$ cat config.mk
export PLATFORM = sky130hd
export DESIGN_NAME = pdom_seq_top
export DESIGN_NICKNAME = d
export VERILOG_FILES = /design/src/rtl/pdom_seq_pkg.sv /design/src/rtl/pdom_ramp_timer.sv /design/src/rtl/pdom_seq_fsm.sv /design/src/rtl/pdom_iso_clamp.sv /design/src/rtl/pdom_seq_top.sv
export SDC_FILE = /design/constraint.sdc
export NUM_CORES = 1
export LEC_CHECK = 0
export BUFFER_PORTS_ARGS = -buffer_cell sky130_fd_sc_hd__buf_2
export CAP_MARGIN = 20
export CORE_ASPECT_RATIO = 1.75
export CORE_MARGIN = 1
export CORE_UTILIZATION = 25
export DETAILED_ROUTE_END_ITERATION = 10
export PLACE_DENSITY = 0.44
export SYNTH_ARGS = -nofsm -noshare
export SYNTH_HDL_FRONTEND = slang
export SYNTH_SLANG_ARGS = --single-unit
export TNS_END_PERCENT = 20
$ cat constraint.sdc
create_clock -name clk -period 2.3 [get_ports clk]
set_clock_uncertainty 0.05 [all_clocks]
set_input_delay 0.345 -clock clk [delete_from_list [all_inputs] [get_ports clk]]
set_output_delay 0.345 -clock clk [all_outputs]
set_load 0.1 [all_outputs]
$ cat src/rtl/pdom_seq_pkg.sv
package pdom_seq_pkg;

    typedef enum logic [3:0] {
        ST_OFF,
        ST_RAMP,
        ST_ISO_OFF,
        ST_CLK_ON,
        ST_RST_OFF,
        ST_ON,
        ST_PD_RST,
        ST_PD_CLK,
        ST_PD_ISO
    } seq_state_t;

    typedef struct packed {
        logic pwr;
        logic iso;
        logic clk;
        logic rst;
        logic halt;
        logic busy;
        logic up;
    } seq_ctrl_t;

    // Output pattern for each step of the sequence
    function automatic seq_ctrl_t ctrl_of(seq_state_t s);
        seq_ctrl_t c;
        c = '{pwr: 1'b0, iso: 1'b1, clk: 1'b0, rst: 1'b1, halt: 1'b1, busy: 1'b0, up: 1'b0};
        case (s)
            ST_RAMP:    c = '{pwr: 1'b1, iso: 1'b1, clk: 1'b0, rst: 1'b1, halt: 1'b1, busy: 1'b1, up: 1'b0};
            ST_ISO_OFF: c = '{pwr: 1'b1, iso: 1'b0, clk: 1'b0, rst: 1'b1, halt: 1'b1, busy: 1'b1, up: 1'b0};
            ST_CLK_ON:  c = '{pwr: 1'b1, iso: 1'b0, clk: 1'b1, rst: 1'b1, halt: 1'b1, busy: 1'b1, up: 1'b0};
            ST_RST_OFF: c = '{pwr: 1'b1, iso: 1'b0, clk: 1'b1, rst: 1'b0, halt: 1'b0, busy: 1'b1, up: 1'b0};
            ST_ON:      c = '{pwr: 1'b1, iso: 1'b0, clk: 1'b1, rst: 1'b0, halt: 1'b0, busy: 1'b0, up: 1'b1};
            ST_PD_RST:  c = '{pwr: 1'b1, iso: 1'b0, clk: 1'b1, rst: 1'b1, halt: 1'b1, busy: 1'b1, up: 1'b0};
            ST_PD_CLK:  c = '{pwr: 1'b1, iso: 1'b0, clk: 1'b0, rst: 1'b1, halt: 1'b1, busy: 1'b1, up: 1'b0};
            ST_PD_ISO:  c = '{pwr: 1'b1, iso: 1'b1, clk: 1'b0, rst: 1'b1, halt: 1'b1, busy: 1'b1, up: 1'b0};
            default:    ;
        endcase
        return c;
    endfunction

    // A zero ramp setting is raised to the one-cycle minimum
    function automatic logic [31:0] ramp_floor(logic [31:0] v);
        return (v == 32'd0) ? 32'd1 : v;
    endfunction

endpackage

$ cat src/rtl/pdom_ramp_timer.sv
module pdom_ramp_timer #(
    parameter int RAMP_W = 16
) (
    input  logic              clk,
    input  logic              rst,
    input  logic              load,
    input  logic [RAMP_W-1:0] load_val,
    output logic              expire
);
    import pdom_seq_pkg::*;

    logic [RAMP_W-1:0] cnt_q;
    logic [31:0]       load_wide;
    logic [31:0]       floored;

    always_comb begin
        load_wide = 32'(load_val);
        floored   = ramp_floor(load_wide);
    end

    // Count down from the latched value; later edits of load_val are not seen
    always_ff @(posedge clk) begin
        if (rst) begin
            cnt_q <= '0;
        end else if (load) begin
            cnt_q <= floored[RAMP_W-1:0];
        end else if (cnt_q != '0) begin
            cnt_q <= cnt_q - 1'b1;
        end
    end

    assign expire = (cnt_q == RAMP_W'(1));

endmodule

$ cat src/rtl/pdom_seq_fsm.sv
module pdom_seq_fsm (
    input  logic                     clk,
    input  logic                     rst,
    input  logic                     up_req,
    input  logic                     down_req,
    input  logic                     ramp_done,
    output logic                     ramp_load,
    output pdom_seq_pkg::seq_ctrl_t  ctrl
);
    import pdom_seq_pkg::*;

    seq_state_t state_q, state_d;
    seq_ctrl_t  ctrl_q;

    always_comb begin
        state_d   = state_q;
        ramp_load = 1'b0;
        case (state_q)
            ST_OFF: begin
                if (up_req) begin
                    state_d   = ST_RAMP;
                    ramp_load = 1'b1;
                end
            end
            ST_RAMP:    if (ramp_done) state_d = ST_ISO_OFF;
            ST_ISO_OFF: state_d = ST_CLK_ON;
            ST_CLK_ON:  state_d = ST_RST_OFF;
            ST_RST_OFF: state_d = ST_ON;
            ST_ON:      if (down_req) state_d = ST_PD_RST;
            ST_PD_RST:  state_d = ST_PD_CLK;
            ST_PD_CLK:  state_d = ST_PD_ISO;
            ST_PD_ISO:  state_d = ST_OFF;
            default:    state_d = ST_OFF;
        endcase
    end

    // Outputs leave from flops so the pins never glitch
    always_ff @(posedge clk) begin
        if (rst) begin
            state_q <= ST_OFF;
            ctrl_q  <= ctrl_of(ST_OFF);
        end else begin
            state_q <= state_d;
            ctrl_q  <= ctrl_of(state_d);
        end
    end

    assign ctrl = ctrl_q;

endmodule

$ cat src/rtl/pdom_iso_clamp.sv
module pdom_iso_clamp #(
    parameter int DATA_W = 8
) (
    input  logic              iso,
    input  logic [DATA_W-1:0] raw,
    output logic [DATA_W-1:0] safe
);
    for (genvar i = 0; i < DATA_W; i++) begin : g_bit
        assign safe[i] = raw[i] & ~iso;
    end
endmodule

$ cat src/rtl/pdom_seq_top.sv
module pdom_seq_top #(
    parameter int RAMP_W = 16,
    parameter int DATA_W = 8
) (
    input  logic              clk,
    input  logic              rst,
    input  logic              up_req,
    input  logic              down_req,
    input  logic              irq_wake,
    input  logic [RAMP_W-1:0] ramp_cycles,
    input  logic [DATA_W-1:0] dom_data_in,
    output logic              pwr_sw_en,
    output logic              iso_en,
    output logic              dom_clk_en,
    output logic              dom_rst,
    output logic              dom_halt,
    output logic              busy,
    output logic              up,
    output logic [DATA_W-1:0] dom_data_out
);
    import pdom_seq_pkg::*;

    seq_ctrl_t ctrl;
    logic      ramp_load;
    logic      ramp_done;
    logic      irq_unused;

    // Interrupts for the sleeping domain are deliberately not a wake source
    assign irq_unused = irq_wake;

    pdom_seq_fsm u_fsm (
        .clk       (clk),
        .rst       (rst),
        .up_req    (up_req),
        .down_req  (down_req),
        .ramp_done (ramp_done),
        .ramp_load (ramp_load),
        .ctrl      (ctrl)
    );

    pdom_ramp_timer #(.RAMP_W(RAMP_W)) u_timer (
        .clk      (clk),
        .rst      (rst),
        .load     (ramp_load),
        .load_val (ramp_cycles),
        .expire   (ramp_done)
    );

    pdom_iso_clamp #(.DATA_W(DATA_W)) u_clamp (
        .iso  (ctrl.iso),
        .raw  (dom_data_in),
        .safe (dom_data_out)
    );

    assign pwr_sw_en  = ctrl.pwr;
    assign iso_en     = ctrl.iso;
    assign dom_clk_en = ctrl.clk;
    assign dom_rst    = ctrl.rst;
    assign dom_halt   = ctrl.halt;
    assign busy       = ctrl.busy;
    assign up         = ctrl.up;

endmodule

==> results.toml <==
[global_route]
antenna_found_initial = 0
gr-total-overflow = 0
grtUsageTotal = 0.165
grt_max_degree = 24
grt_pass1_wl_um = 8680
grt_pass1_vias = 1728

[critical_path]
path_cells = "inv_1 -> ha_1 -> or3b_2 -> nor2_1 -> o22ai_1 -> a2111oi_0"
required_ps = 2410
cpPeakStageDelay_ps = 550
r2r-start = "u_timer.cnt_q[0]$_SDFFE_PP0P_"
r2r-end = "u_timer.cnt_q[8]$_SDFFE_PP0P_"
r2r_slack_ps = 270
startpoint_type = "register"
critPathSlowestCell = "or3b_2"
cp_max_fo = 6
critPathLaunch = "u_timer.cnt_q[0]$_SDFFE_PP0P_"
worst_ep_arrival_time_ps = 2140
reg2reg_depth = 6
worstSetupEndpointType = "register"
path_class = "reg -> reg"

[timing]
min_period_ps = 2030
setup_violations = 0
fmax_ghz = 0.494
tightest_slew_ps = 598
drv_slew = 0
whs_ps = 313
setup-tns-final_ps = 0
slew_headroom = 0.600
timing_hold_violations_final = 0
rsz0062_at_grt = "false"
post-route-period-util = 0.881

[clock_tree]
clkTransAtPathRegs_ps = 90
clk_latency_ps = 270
htree_num_levels = 1
clockBufferDepth = 2
cts.sinks = 26
tritoncts = "built"
cts-root-buf = "clkbuf_8"
cts_buffers = 3
postCtsSetupBuffers = 0
cts_hold_buf = 0
cts_resized = 0

[finish]
utilization = 0.322
fin_cells = 325
diodes = 0
drive_gt1_frac = 0.278
fin_nets = 279
fill_cells = 689
final_cell_area_um2 = 2000
area_growth_pct = 23.9

[floorplan]
die_area_um2 = 6810
ios = 44
fp.coreArea_um2 = 6230
start_util = 0.260
floorplan.rows = 38
die_h_um = 108
fp.dieW_um = 62.8

[logic_synthesis]
syn_area_um2 = 1620
yosysWarnings = 0
netlist_instances = 199
ys_types = 53
yosys-top-cells-area = "dfxtp_1, nor2b_1, nor4_1"
synth_commonest_cells = "dfxtp_1, nor2_1, a21oi_1, nor2b_1, nor3_1"
synth_area_per_cell_um2 = 8.13
synth_fp_nets = 231
synth_edf_count = 0
synth.ff_latch_count = 26
synth_top_cell_area_share = 0.322
synth_flop_cell = "dfxtp_1"
seq_area_frac_synth = 0.322
synth_area_leader_cell = "dfxtp_1"
synth_most_common_cell = "dfxtp_1"
async_reset_ff_frac = 0

[job]
cap_viol_max_count = 0

[hold_path]
min_to = "u_timer.cnt_q[6]$_SDFFE_PP0P_"
min_from = "ramp_cycles[6]"
min_path_cells = 3
hp-class = "in -> reg"

[drt]
initialDrtViolationCount = 87
route.detailed.drc = 0
wl_um = 5300
ant_nets = 0
via_count = 1740
routed_via_density = 5.35
wl_per_cell_um = 16.3
firstDrtPassIters = 4

[place]
hpwl_um = 4190
io_buffer_count = 42
placed_cell_area_um2 = 1960
gp_congestion = 0.801
placed_cells = 322

[status]
status = "finished clean"

[power]
vdd_drop_max_v = 0.000250
powerDensity_nw_per_um2 = 732
power.leakage_nw = 0.808
area by class of cell:
type | count | area, µm² | share of cell area
Sequential cell | 26 | 520 | 0.260
Timing Repair Buffer | 58 | 330 | 0.165
Inverter | 7 | 26.3 | 0.0131
Tap cell | 80 | 100 | 0.0499
Clock buffer | 3 | 41.3 | 0.0206
Multi-Input combinational cell | 151 | 986 | 0.492
layout by cell type (no fill, tap or decap), types with 3 or more instances in the layout:
cell type  instances
nor4_1            10
nor2_1            13
buf_4             16
nor2b_1           11
clkbuf_8           3
buf_2             42
o32ai_1            5
nor3_1            11
or4_1              5
inv_1              7
a21oi_1           11
a22oi_1            5
and3_1             3
nand4_1            4
nand2b_1           5
nand3_1            7
a31oi_1            4
nand2_1            8
o21ai_0            3
o22ai_1            5
ha_1               3
dfxtp_1           26
kinds of logic after synthesis:
kind of cell    after synthesis  synth area share
compound gates               55             0.243
xor+xnor                      3            0.0162
fa+ha+maj                     3            0.0232
buf+inv                      22            0.0688
flops                        26             0.322
mux                           1           0.00619
simple gates                 89             0.321
flip-flops by register name (all words and copies together) (netlist names):
| name | cells |
|---|---|
| u_timer.cnt_q | 16 |
| u_fsm.ctrl | 6 |
| u_fsm.state_q | 4 |
through the flow:
step                      total power [W]  setup WS (ps)
final                             0.00147            275
after global routing              0.00158           17.4
after global placement            0.00121            317
after detailed placement          0.00121            310
after floorplan                   0.00101           -289
after CTS                         0.00148            289
critical path: cells and delay by family (launching register included):
kind                       cells  cell delay (ps)
AOI/OAI and AO/OA              2              460
adders and majority gates      1              210
buffers and inverters          1              110
DFF                            1              360
and+or+nand+nor                2              710
power by group:
group / total, W / switching (W) / internal [W]
registers: 0.000564 / 0.0000596 / 0.000504
logic: 0.000644 / 0.000402 / 0.000242
clock network: 0.000260 / 0.000142 / 0.000117
worst max path at each step:
stage,endpoint,slack [ps],cells after the start
finish,u_timer.cnt_q[8]$_SDFFE_PP0P_,270,6
global route,u_timer.cnt_q[8]$_SDFFE_PP0P_,20,6
CTS,u_timer.cnt_q[8]$_SDFFE_PP0P_,290,6
detailed placement,u_timer.cnt_q[8]$_SDFFE_PP0P_,310,6
global placement,u_timer.cnt_q[15]$_SDFFE_PP0P_,320,5
floorplan,dom_data_out[0],-290,1
routing by layer:
layer,wire length [µm],vias up,GRT usage
li1,-,857,-
met2,2870,61,0.319
met1,2130,814,0.186
met3,194,8,0.0148
met4,104,0,0.0532
met5,0,-,0
Power figures use the tool's default switching activity.
